## src/rtl/addr_track_pkg.sv

```systemverilog
package addr_track_pkg;

  // Strobes from control to the entry store.
  typedef struct packed {
    logic insEn;
    logic relEn;
  } trackStrb_t;

  // Search results from the entry store to control.
  typedef struct packed {
    logic conflict;
    logic ownerMatch;
    logic full;
    logic relHit;
  } trackLook_t;

  typedef enum logic [2:0] {
    DEC_IDLE,
    DEC_NEW,
    DEC_REPLAY,
    DEC_CONFLICT,
    DEC_BLOCKED,
    DEC_FULL
  } trackDec_e;

endpackage

```

## src/rtl/addr_track_store.sv

```systemverilog
module addr_track_store
  import addr_track_pkg::*;
#(
  parameter int NUM_THREADS = 2,
  parameter int DEPTH       = 9,
  parameter int ADDR_W      = 32,
  parameter int SEQ_W       = 16,
  parameter int THREAD_W    = 1
) (
  input  logic                clk,
  input  logic                rstN,
  input  logic [THREAD_W-1:0] reqThread,
  input  logic [ADDR_W-1:0]   reqAddr,
  input  logic [SEQ_W-1:0]    reqSeq,
  input  logic                relValid,
  input  logic [THREAD_W-1:0] relThread,
  input  logic [ADDR_W-1:0]   relAddr,
  input  trackStrb_t          strb,
  output trackLook_t          look
);

  logic [NUM_THREADS-1:0][DEPTH-1:0] entV;
  logic [ADDR_W-1:0] entA [NUM_THREADS][DEPTH];
  logic [SEQ_W-1:0]  entS [NUM_THREADS][DEPTH];

  logic [DEPTH-1:0] relMatch, relPick;
  logic [DEPTH-1:0] effV, reqMatch, seqEq, freeVec, freePick;
  logic             sameThread;

  // Release search on its own thread; lowest matching entry is removed.
  always_comb begin
    for (int i = 0; i < DEPTH; i++) begin
      relMatch[i] = entV[relThread][i] && (entA[relThread][i] == relAddr);
    end
    relPick = relMatch & (~relMatch + DEPTH'(1));
  end

  // Request search sees the list as it stands after this cycle's release.
  assign sameThread = relValid && (relThread == reqThread);

  always_comb begin
    for (int i = 0; i < DEPTH; i++) begin
      effV[i]     = entV[reqThread][i] && !(sameThread && relPick[i]);
      reqMatch[i] = effV[i] && (entA[reqThread][i] == reqAddr);
      seqEq[i]    = (entS[reqThread][i] == reqSeq);
    end
    freeVec  = ~effV;
    freePick = freeVec & (~freeVec + DEPTH'(1));
  end

  assign look.conflict   = |reqMatch;
  assign look.ownerMatch = |(reqMatch & seqEq);
  assign look.full       = ~|freeVec;
  assign look.relHit     = |relMatch;

  // Storage: one flop group per thread and entry.
  for (genvar t = 0; t < NUM_THREADS; t++) begin : g_thr
    for (genvar i = 0; i < DEPTH; i++) begin : g_ent
      logic hitRel, hitIns;
      assign hitRel = strb.relEn && (relThread == THREAD_W'(t)) && relPick[i];
      assign hitIns = strb.insEn && (reqThread == THREAD_W'(t)) && freePick[i];

      always_ff @(posedge clk) begin
        if (!rstN) begin
          entV[t][i] <= 1'b0;
        end else if (hitIns) begin
          entV[t][i] <= 1'b1;
        end else if (hitRel) begin
          entV[t][i] <= 1'b0;
        end
      end

      always_ff @(posedge clk) begin
        if (hitIns) begin
          entA[t][i] <= reqAddr;
          entS[t][i] <= reqSeq;
        end
      end
    end
  end

  AST_INSERT_LANDS: assert property (@(posedge clk) disable iff (!rstN)
    strb.insEn |=> |(entV[$past(reqThread)] & $past(freePick)));

  AST_RELEASE_CLEARS: assert property (@(posedge clk) disable iff (!rstN)
    (strb.relEn && !(strb.insEn && (reqThread == relThread) && |(freePick & relPick)))
      |=> !(|(entV[$past(relThread)] & $past(relPick))));

  AST_FULL_NO_INSERT: assert property (@(posedge clk) disable iff (!rstN)
    look.full |-> !strb.insEn);

endmodule

```

## src/rtl/addr_track_ctrl.sv

```systemverilog
module addr_track_ctrl
  import addr_track_pkg::*;
#(
  parameter int NUM_THREADS = 2,
  parameter int THREAD_W    = 1
) (
  input  logic                   clk,
  input  logic                   rstN,
  input  logic                   reqValid,
  input  logic [THREAD_W-1:0]    reqThread,
  input  logic                   reqFetch,
  input  logic                   relValid,
  input  logic                   relSplit2nd,
  input  logic                   blkSet,
  input  logic                   blkClr,
  input  logic [THREAD_W-1:0]    blkThread,
  input  trackLook_t             look,
  output trackStrb_t             strb,
  output logic                   reqGrant,
  output logic                   reqOverflow,
  output logic                   relMissErr,
  output logic [NUM_THREADS-1:0] blkState
);

  logic [NUM_THREADS-1:0] blkFlag;
  trackDec_e              dec;

  for (genvar t = 0; t < NUM_THREADS; t++) begin : g_blk
    always_ff @(posedge clk) begin
      if (!rstN) begin
        blkFlag[t] <= 1'b0;
      end else if (blkSet && (blkThread == THREAD_W'(t))) begin
        blkFlag[t] <= 1'b1;
      end else if (blkClr && (blkThread == THREAD_W'(t))) begin
        blkFlag[t] <= 1'b0;
      end
    end
  end

  always_comb begin
    dec = DEC_IDLE;
    if (reqValid) begin
      if (blkFlag[reqThread]) begin
        dec = DEC_BLOCKED;
      end else if (!reqFetch && look.conflict) begin
        dec = look.ownerMatch ? DEC_REPLAY : DEC_CONFLICT;
      end else if (look.full) begin
        dec = DEC_FULL;
      end else begin
        dec = DEC_NEW;
      end
    end
  end

  assign reqGrant    = (dec == DEC_NEW) || (dec == DEC_REPLAY);
  assign reqOverflow = (dec == DEC_FULL);
  assign strb.insEn  = (dec == DEC_NEW);
  assign strb.relEn  = relValid && look.relHit;
  assign relMissErr  = relValid && !look.relHit && !relSplit2nd;
  assign blkState    = blkFlag;

  AST_BLOCKED_DENY: assert property (@(posedge clk) disable iff (!rstN)
    reqGrant |-> !blkFlag[reqThread]);

  AST_BLK_SET: assert property (@(posedge clk) disable iff (!rstN)
    blkSet |=> blkFlag[$past(blkThread)]);

  AST_CONFLICT_OWNER: assert property (@(posedge clk) disable iff (!rstN)
    (reqGrant && !reqFetch && look.conflict) |-> look.ownerMatch);

  AST_REPLAY_NO_INSERT: assert property (@(posedge clk) disable iff (!rstN)
    (reqGrant && !reqFetch && look.conflict) |-> !strb.insEn);

  AST_OVF_DENY: assert property (@(posedge clk) disable iff (!rstN)
    reqOverflow |-> !reqGrant);

  AST_MISS_TOLERATED: assert property (@(posedge clk) disable iff (!rstN)
    relMissErr |-> (relValid && !relSplit2nd));

endmodule

```

## src/rtl/addr_track_top.sv

```systemverilog
module addr_track_top
  import addr_track_pkg::*;
#(
  parameter int NUM_THREADS = 2,
  parameter int LIST_LIMIT  = 10,
  parameter int ADDR_W      = 32,
  parameter int SEQ_W       = 16,
  localparam int THREAD_W   = (NUM_THREADS > 1) ? $clog2(NUM_THREADS) : 1,
  localparam int DEPTH      = LIST_LIMIT - 1
) (
  input  logic                   clk,
  input  logic                   rstN,
  input  logic                   reqValid,
  input  logic [THREAD_W-1:0]    reqThread,
  input  logic [ADDR_W-1:0]      reqAddr,
  input  logic [SEQ_W-1:0]       reqSeq,
  input  logic                   reqFetch,
  output logic                   reqGrant,
  output logic                   reqOverflow,
  input  logic                   relValid,
  input  logic [THREAD_W-1:0]    relThread,
  input  logic [ADDR_W-1:0]      relAddr,
  input  logic                   relSplit2nd,
  output logic                   relMissErr,
  input  logic                   blkSet,
  input  logic                   blkClr,
  input  logic [THREAD_W-1:0]    blkThread,
  output logic [NUM_THREADS-1:0] blkState
);

  trackStrb_t strb;
  trackLook_t look;

  addr_track_store #(
    .NUM_THREADS(NUM_THREADS), .DEPTH(DEPTH), .ADDR_W(ADDR_W),
    .SEQ_W(SEQ_W), .THREAD_W(THREAD_W)
  ) u_store (
    .clk(clk), .rstN(rstN),
    .reqThread(reqThread), .reqAddr(reqAddr), .reqSeq(reqSeq),
    .relValid(relValid), .relThread(relThread), .relAddr(relAddr),
    .strb(strb), .look(look)
  );

  addr_track_ctrl #(
    .NUM_THREADS(NUM_THREADS), .THREAD_W(THREAD_W)
  ) u_ctrl (
    .clk(clk), .rstN(rstN),
    .reqValid(reqValid), .reqThread(reqThread), .reqFetch(reqFetch),
    .relValid(relValid), .relSplit2nd(relSplit2nd),
    .blkSet(blkSet), .blkClr(blkClr), .blkThread(blkThread),
    .look(look), .strb(strb),
    .reqGrant(reqGrant), .reqOverflow(reqOverflow),
    .relMissErr(relMissErr), .blkState(blkState)
  );

endmodule

```

## config.mk

```make
export PLATFORM = sky130hd
export DESIGN_NAME = addr_track_top
export DESIGN_NICKNAME = d
export VERILOG_FILES = /design/src/rtl/addr_track_pkg.sv /design/src/rtl/addr_track_store.sv /design/src/rtl/addr_track_ctrl.sv /design/src/rtl/addr_track_top.sv
export SDC_FILE = /design/constraint.sdc
export NUM_CORES = 1
export LEC_CHECK = 0
export BUFFER_PORTS_ARGS = -buffer_cell sky130_fd_sc_hd__buf_2
export CAP_MARGIN = 0
export CORE_MARGIN = 5
export CORE_UTILIZATION = 31
export CTS_BUF_LIST = sky130_fd_sc_hd__clkbuf_16
export CTS_CLUSTER_DIAMETER = 150
export CTS_CLUSTER_SIZE = 20
export DETAILED_ROUTE_END_ITERATION = 10
export HOLD_SLACK_MARGIN = 0.15
export SLEW_MARGIN = 20
export SYNTH_ARGS = -nofsm -noshare
export SYNTH_HDL_FRONTEND = slang
export SYNTH_HIERARCHICAL = 1
export SYNTH_SLANG_ARGS = --single-unit
```

## constraint.sdc

```tcl
create_clock -name clk -period 10.97 [get_ports clk]
set_clock_uncertainty 0.15 [all_clocks]
set_input_delay 0.5485 -clock clk [delete_from_list [all_inputs] [get_ports clk]]
set_output_delay 0.5485 -clock clk [all_outputs]
set_load 0.02 [all_outputs]
```

==> results.cfg <==
[drt]
met2_length_microns = 61800
ant_nets = 0
vias = 26300
detailroute.wirelength.met3_microns = 8420
detail_route.drc_violations = 0
avgRoutedWirePerCell_microns = 26.6
drt_iter0_drc = 2844
m1WireLength_microns = 59500
routed_wirelength_microns = 133000
routed.top_layer = met4
post_drt_via_cell_ratio = 5.24
drtPass1Iterations = 5

[clock_tree]
tritoncts = done
worst_setup_hold_path_clk_slew_ns = 0.09
cts_repair_resize_count = 0
clock-sinks = 884
max-clock-path-buffers = 3
cts_root_buffer = sky130_fd_sc_hd__clkbuf_16
cts-htree-levels = 2
ctsHoldBuffers = 6
cts_made_buffers = 50
latest_clock_arrival_within_the_worst_skew_pair_ns = 0.66
post-cts-setup-buffers = 0

[placed_design]
placed_cell_area_sq_um = 46800
gp_weighted_congestion = 0.906
dp_hpwl_microns = 78600
port_buffers = 95

[power_and_ir_drop]
netSwitchingFraction = 0.247
p_int_w = 0.00482
power.static_leakage_nw = 16.1
power_density_nw_per_um2 = 133
comb_power_share = 0.114
switching_power_w = 0.00158
clock_power_share = 0.302
vdd_drop_max_mv = 0.107
portion_of_total_power_attributed_to_sequential_cells = 0.584

[timing]
fmax_ghz = 0.140
final_hold_viol_count = 0
timing.slew.headroom = 0.212
finalSetupViolCount = 0
final_max_slew_viol_count = 0
finalCriticalPeriod_ns = 7.12
timing_worst_slew_pin_value_ns = 1.17
final_min_period_over_clock_period = 0.649
rsz0062_at_grt = false
totalNegativeSetupSlack_ns = 0

[floorplan]
floorplan.die_area_sq_um = 150000
io_pins = 96
core_sq_um = 142000
num_rows = 138
die_width_microns = 388
start_util = 0.312
die_h_microns = 388

[synth]
synthesis.instances = 3063
post_synth_num_cell_types = 63
yosysSeqAreaShare = 0.596
post_synth_instance_area_sq_um = 44200
synth_seq_cells = 884
syn-num-nets = 3154
ys_flop_type = sky130_fd_sc_hd__edfxtp_1
synth.yosys.warnings = 6
synth-edff-count = 864
postSynthAreaPerCell_sq_um = 14.4
fraction_of_synthesis_flops_using_an_asynchronous_set_or_reset_pin = 0

[global_route]
globalRoute.totalOverflow = 0
grt_usage = 0.171
antenna_found_initial = 8
grt_max_degree = 123
first_global_vias = 25600
wire_length_of_the_first_global_routing_pass_microns = 189000

[cells_and_area]
antenna-diode-count = 0
final_net_count = 3201
final_design_area_no_fill_sq_um = 48200
final_cell_mix = sky130_fd_sc_hd__edfxtp_1, sky130_fd_sc_hd__mux2i_1, sky130_fd_sc_hd__xnor2_1, sky130_fd_sc_hd__nor4_1, sky130_fd_sc_hd__xor2_1
layout_commonest_cell = sky130_fd_sc_hd__edfxtp_1
synthToLayoutAreaGrowth_pct = 9.10
post_route_cells_drive_above_1_share = 0.0786

[critical_path]
timing.critical_path.to_type = flop
worstPathArrival_ns = 7.24
critical_path_class = in2reg
timing.reg2reg.setup_slack_ns = 4.76
worst-endpoint-required_ns = 11.09
startpoint_types = input port
worst-path-max-fanout = 118

[outcome]
outcome = complete, no violations

[flow_run]
cap_viol_max_count = 0

[hold_path]
hold_removal_path_class = in2reg
-- sequential cells by signal (all words and copies together) (netlist names) --
signal,flops
u_ctrl/blkState,2
u_store/entV,18
u_store/entS,288
u_store/entA,576
-- power groups by stage --
stage | Clock (W) | Sequential (W) | Combinational [W]
2_1_floorplan | 0 | 0.00382 | 0.000457
3_3_place_gp | 0 | 0.00382 | 0.000720
3_5_place_dp | 0 | 0.00382 | 0.000722
4_1_cts | 0.00198 | 0.00374 | 0.000727
5_1_grt | 0.00210 | 0.00374 | 0.000766
6_report | 0.00193 | 0.00374 | 0.000729
-- path summary, 6_finish.rpt --
kind	startpoint	end	depth (start not counted)
setup reg to reg	u_store/entA[1][201]$_DFFE_PP_	u_store/entA[1][268]$_DFFE_PP_	13
hold reg to reg	u_store/entV[15]$_SDFFE_PN0P_	u_store/entV[15]$_SDFFE_PN0P_	2
hold / removal	reqAddr[12]	u_store/entA[0][204]$_DFFE_PP_	1
setup / recovery	relThread	u_store/entA[1][268]$_DFFE_PP_	15
-- area by class of cell --
class / instances / area (sq um)
well taps: 1890 / 2360
clock inverters: 21 / 93.8
multi-input cells: 1988 / 17000
fillers: 13800 / 93400
inverters: 24 / 90.1
repair buffers: 162 / 1060
flip-flops and latches: 884 / 26300
clock buffers: 51 / 1280
-- Yosys cell counts (3+ instances only) --
master	count	area share
sky130_fd_sc_hd__a31oi_1	6	0.00085
sky130_fd_sc_hd__nor2b_1	7	0.00099
sky130_fd_sc_hd__or3_1	5	0.00071
sky130_fd_sc_hd__a21oi_1	21	0.0024
sky130_fd_sc_hd__nand3_1	25	0.0028
sky130_fd_sc_hd__xnor2_1	592	0.12
sky130_fd_sc_hd__a21boi_0	3	0.00051
sky130_fd_sc_hd__nor3b_2	4	0.0011
sky130_fd_sc_hd__nor4_1	169	0.024
sky130_fd_sc_hd__o21ai_0	21	0.0024
sky130_fd_sc_hd__or4_1	7	0.0012
sky130_fd_sc_hd__a211oi_1	4	0.00068
sky130_fd_sc_hd__nor4b_1	4	0.00079
sky130_fd_sc_hd__o21a_1	10	0.0017
sky130_fd_sc_hd__inv_1	23	0.0020
sky130_fd_sc_hd__clkbuf_1	28	0.0024
sky130_fd_sc_hd__buf_6	20	0.0051
sky130_fd_sc_hd__dfxtp_1	20	0.0091
sky130_fd_sc_hd__nand2b_1	11	0.0016
sky130_fd_sc_hd__a211o_1	3	0.00059
sky130_fd_sc_hd__nand4_1	69	0.0098
sky130_fd_sc_hd__edfxtp_1	864	0.59
sky130_fd_sc_hd__a2111oi_0	5	0.00099
sky130_fd_sc_hd__buf_2	44	0.0050
sky130_fd_sc_hd__nand3b_1	3	0.00051
sky130_fd_sc_hd__o41ai_1	3	0.00059
sky130_fd_sc_hd__nand4b_1	5	0.00099
sky130_fd_sc_hd__o211ai_1	12	0.0020
sky130_fd_sc_hd__mux2i_1	718	0.16
sky130_fd_sc_hd__buf_1	64	0.0054
sky130_fd_sc_hd__and4_1	3	0.00059
sky130_fd_sc_hd__buf_4	11	0.0019
sky130_fd_sc_hd__nor2_1	43	0.0037
sky130_fd_sc_hd__nand2_1	43	0.0037
sky130_fd_sc_hd__and2_1	6	0.00085
sky130_fd_sc_hd__xor2_1	123	0.024
sky130_fd_sc_hd__nor3_1	24	0.0027
sky130_fd_sc_hd__nor4_2	6	0.0017
-- logic make-up (layout without fill, tap and decap cells) --
kind of cell	Yosys count	in the layout	synth area share
DFF	884	884	0.596
and+or+nand+nor	446	446	0.0602
AOI/OAI and AO/OA	107	107	0.0167
buffers and inverters	191	258	0.0218
xor gates and xnor gates	715	715	0.142
muxes	720	720	0.163
-- stage by stage --
stage / power (W) / hold WS [ns] / setup WS [ns] / instances / utilization
after floorplan: 0.00428 / 0.308 / 3.18 / 3063 / -
after global placement: 0.00454 / 0.328 / 3.43 / 4942 / 0.330
after detailed placement: 0.00454 / 0.333 / 3.38 / 4942 / 0.330
after CTS: 0.00645 / 0.238 / 4.07 / 5020 / 0.340
after global routing: 0.00661 / 0.257 / 3.67 / 5020 / 0.340
final: 0.00640 / 0.272 / 3.85 / 5020 / 0.340
-- metal layers --
metal | global-route usage | vias to the layer above
met5 | 0 | -
met4 | 0.0419 | 0
met3 | 0.0219 | 175
met2 | 0.277 | 967
met1 | 0.243 | 13600
li1 | - | 11500
-- worst max-delay path, stage by stage --
cell	delay, ns
sky130_fd_sc_hd__buf_8	0.56
sky130_fd_sc_hd__buf_12	0.70
sky130_fd_sc_hd__mux2i_1	0.31
sky130_fd_sc_hd__xnor2_1	0.11
sky130_fd_sc_hd__a2111oi_0	0.47
sky130_fd_sc_hd__nand4_1	0.21
sky130_fd_sc_hd__nor3_1	0.66
sky130_fd_sc_hd__nor4_1	0.22
sky130_fd_sc_hd__a31oi_1	0.76
sky130_fd_sc_hd__nor2_1	0.11
sky130_fd_sc_hd__and4b_1	0.25
sky130_fd_sc_hd__nor3b_2	0.26
sky130_fd_sc_hd__nand2_1	0.44
sky130_fd_sc_hd__nor2b_4	0.73
sky130_fd_sc_hd__buf_4	0.57
Note: power is estimated with default switching activity, not from simulation.
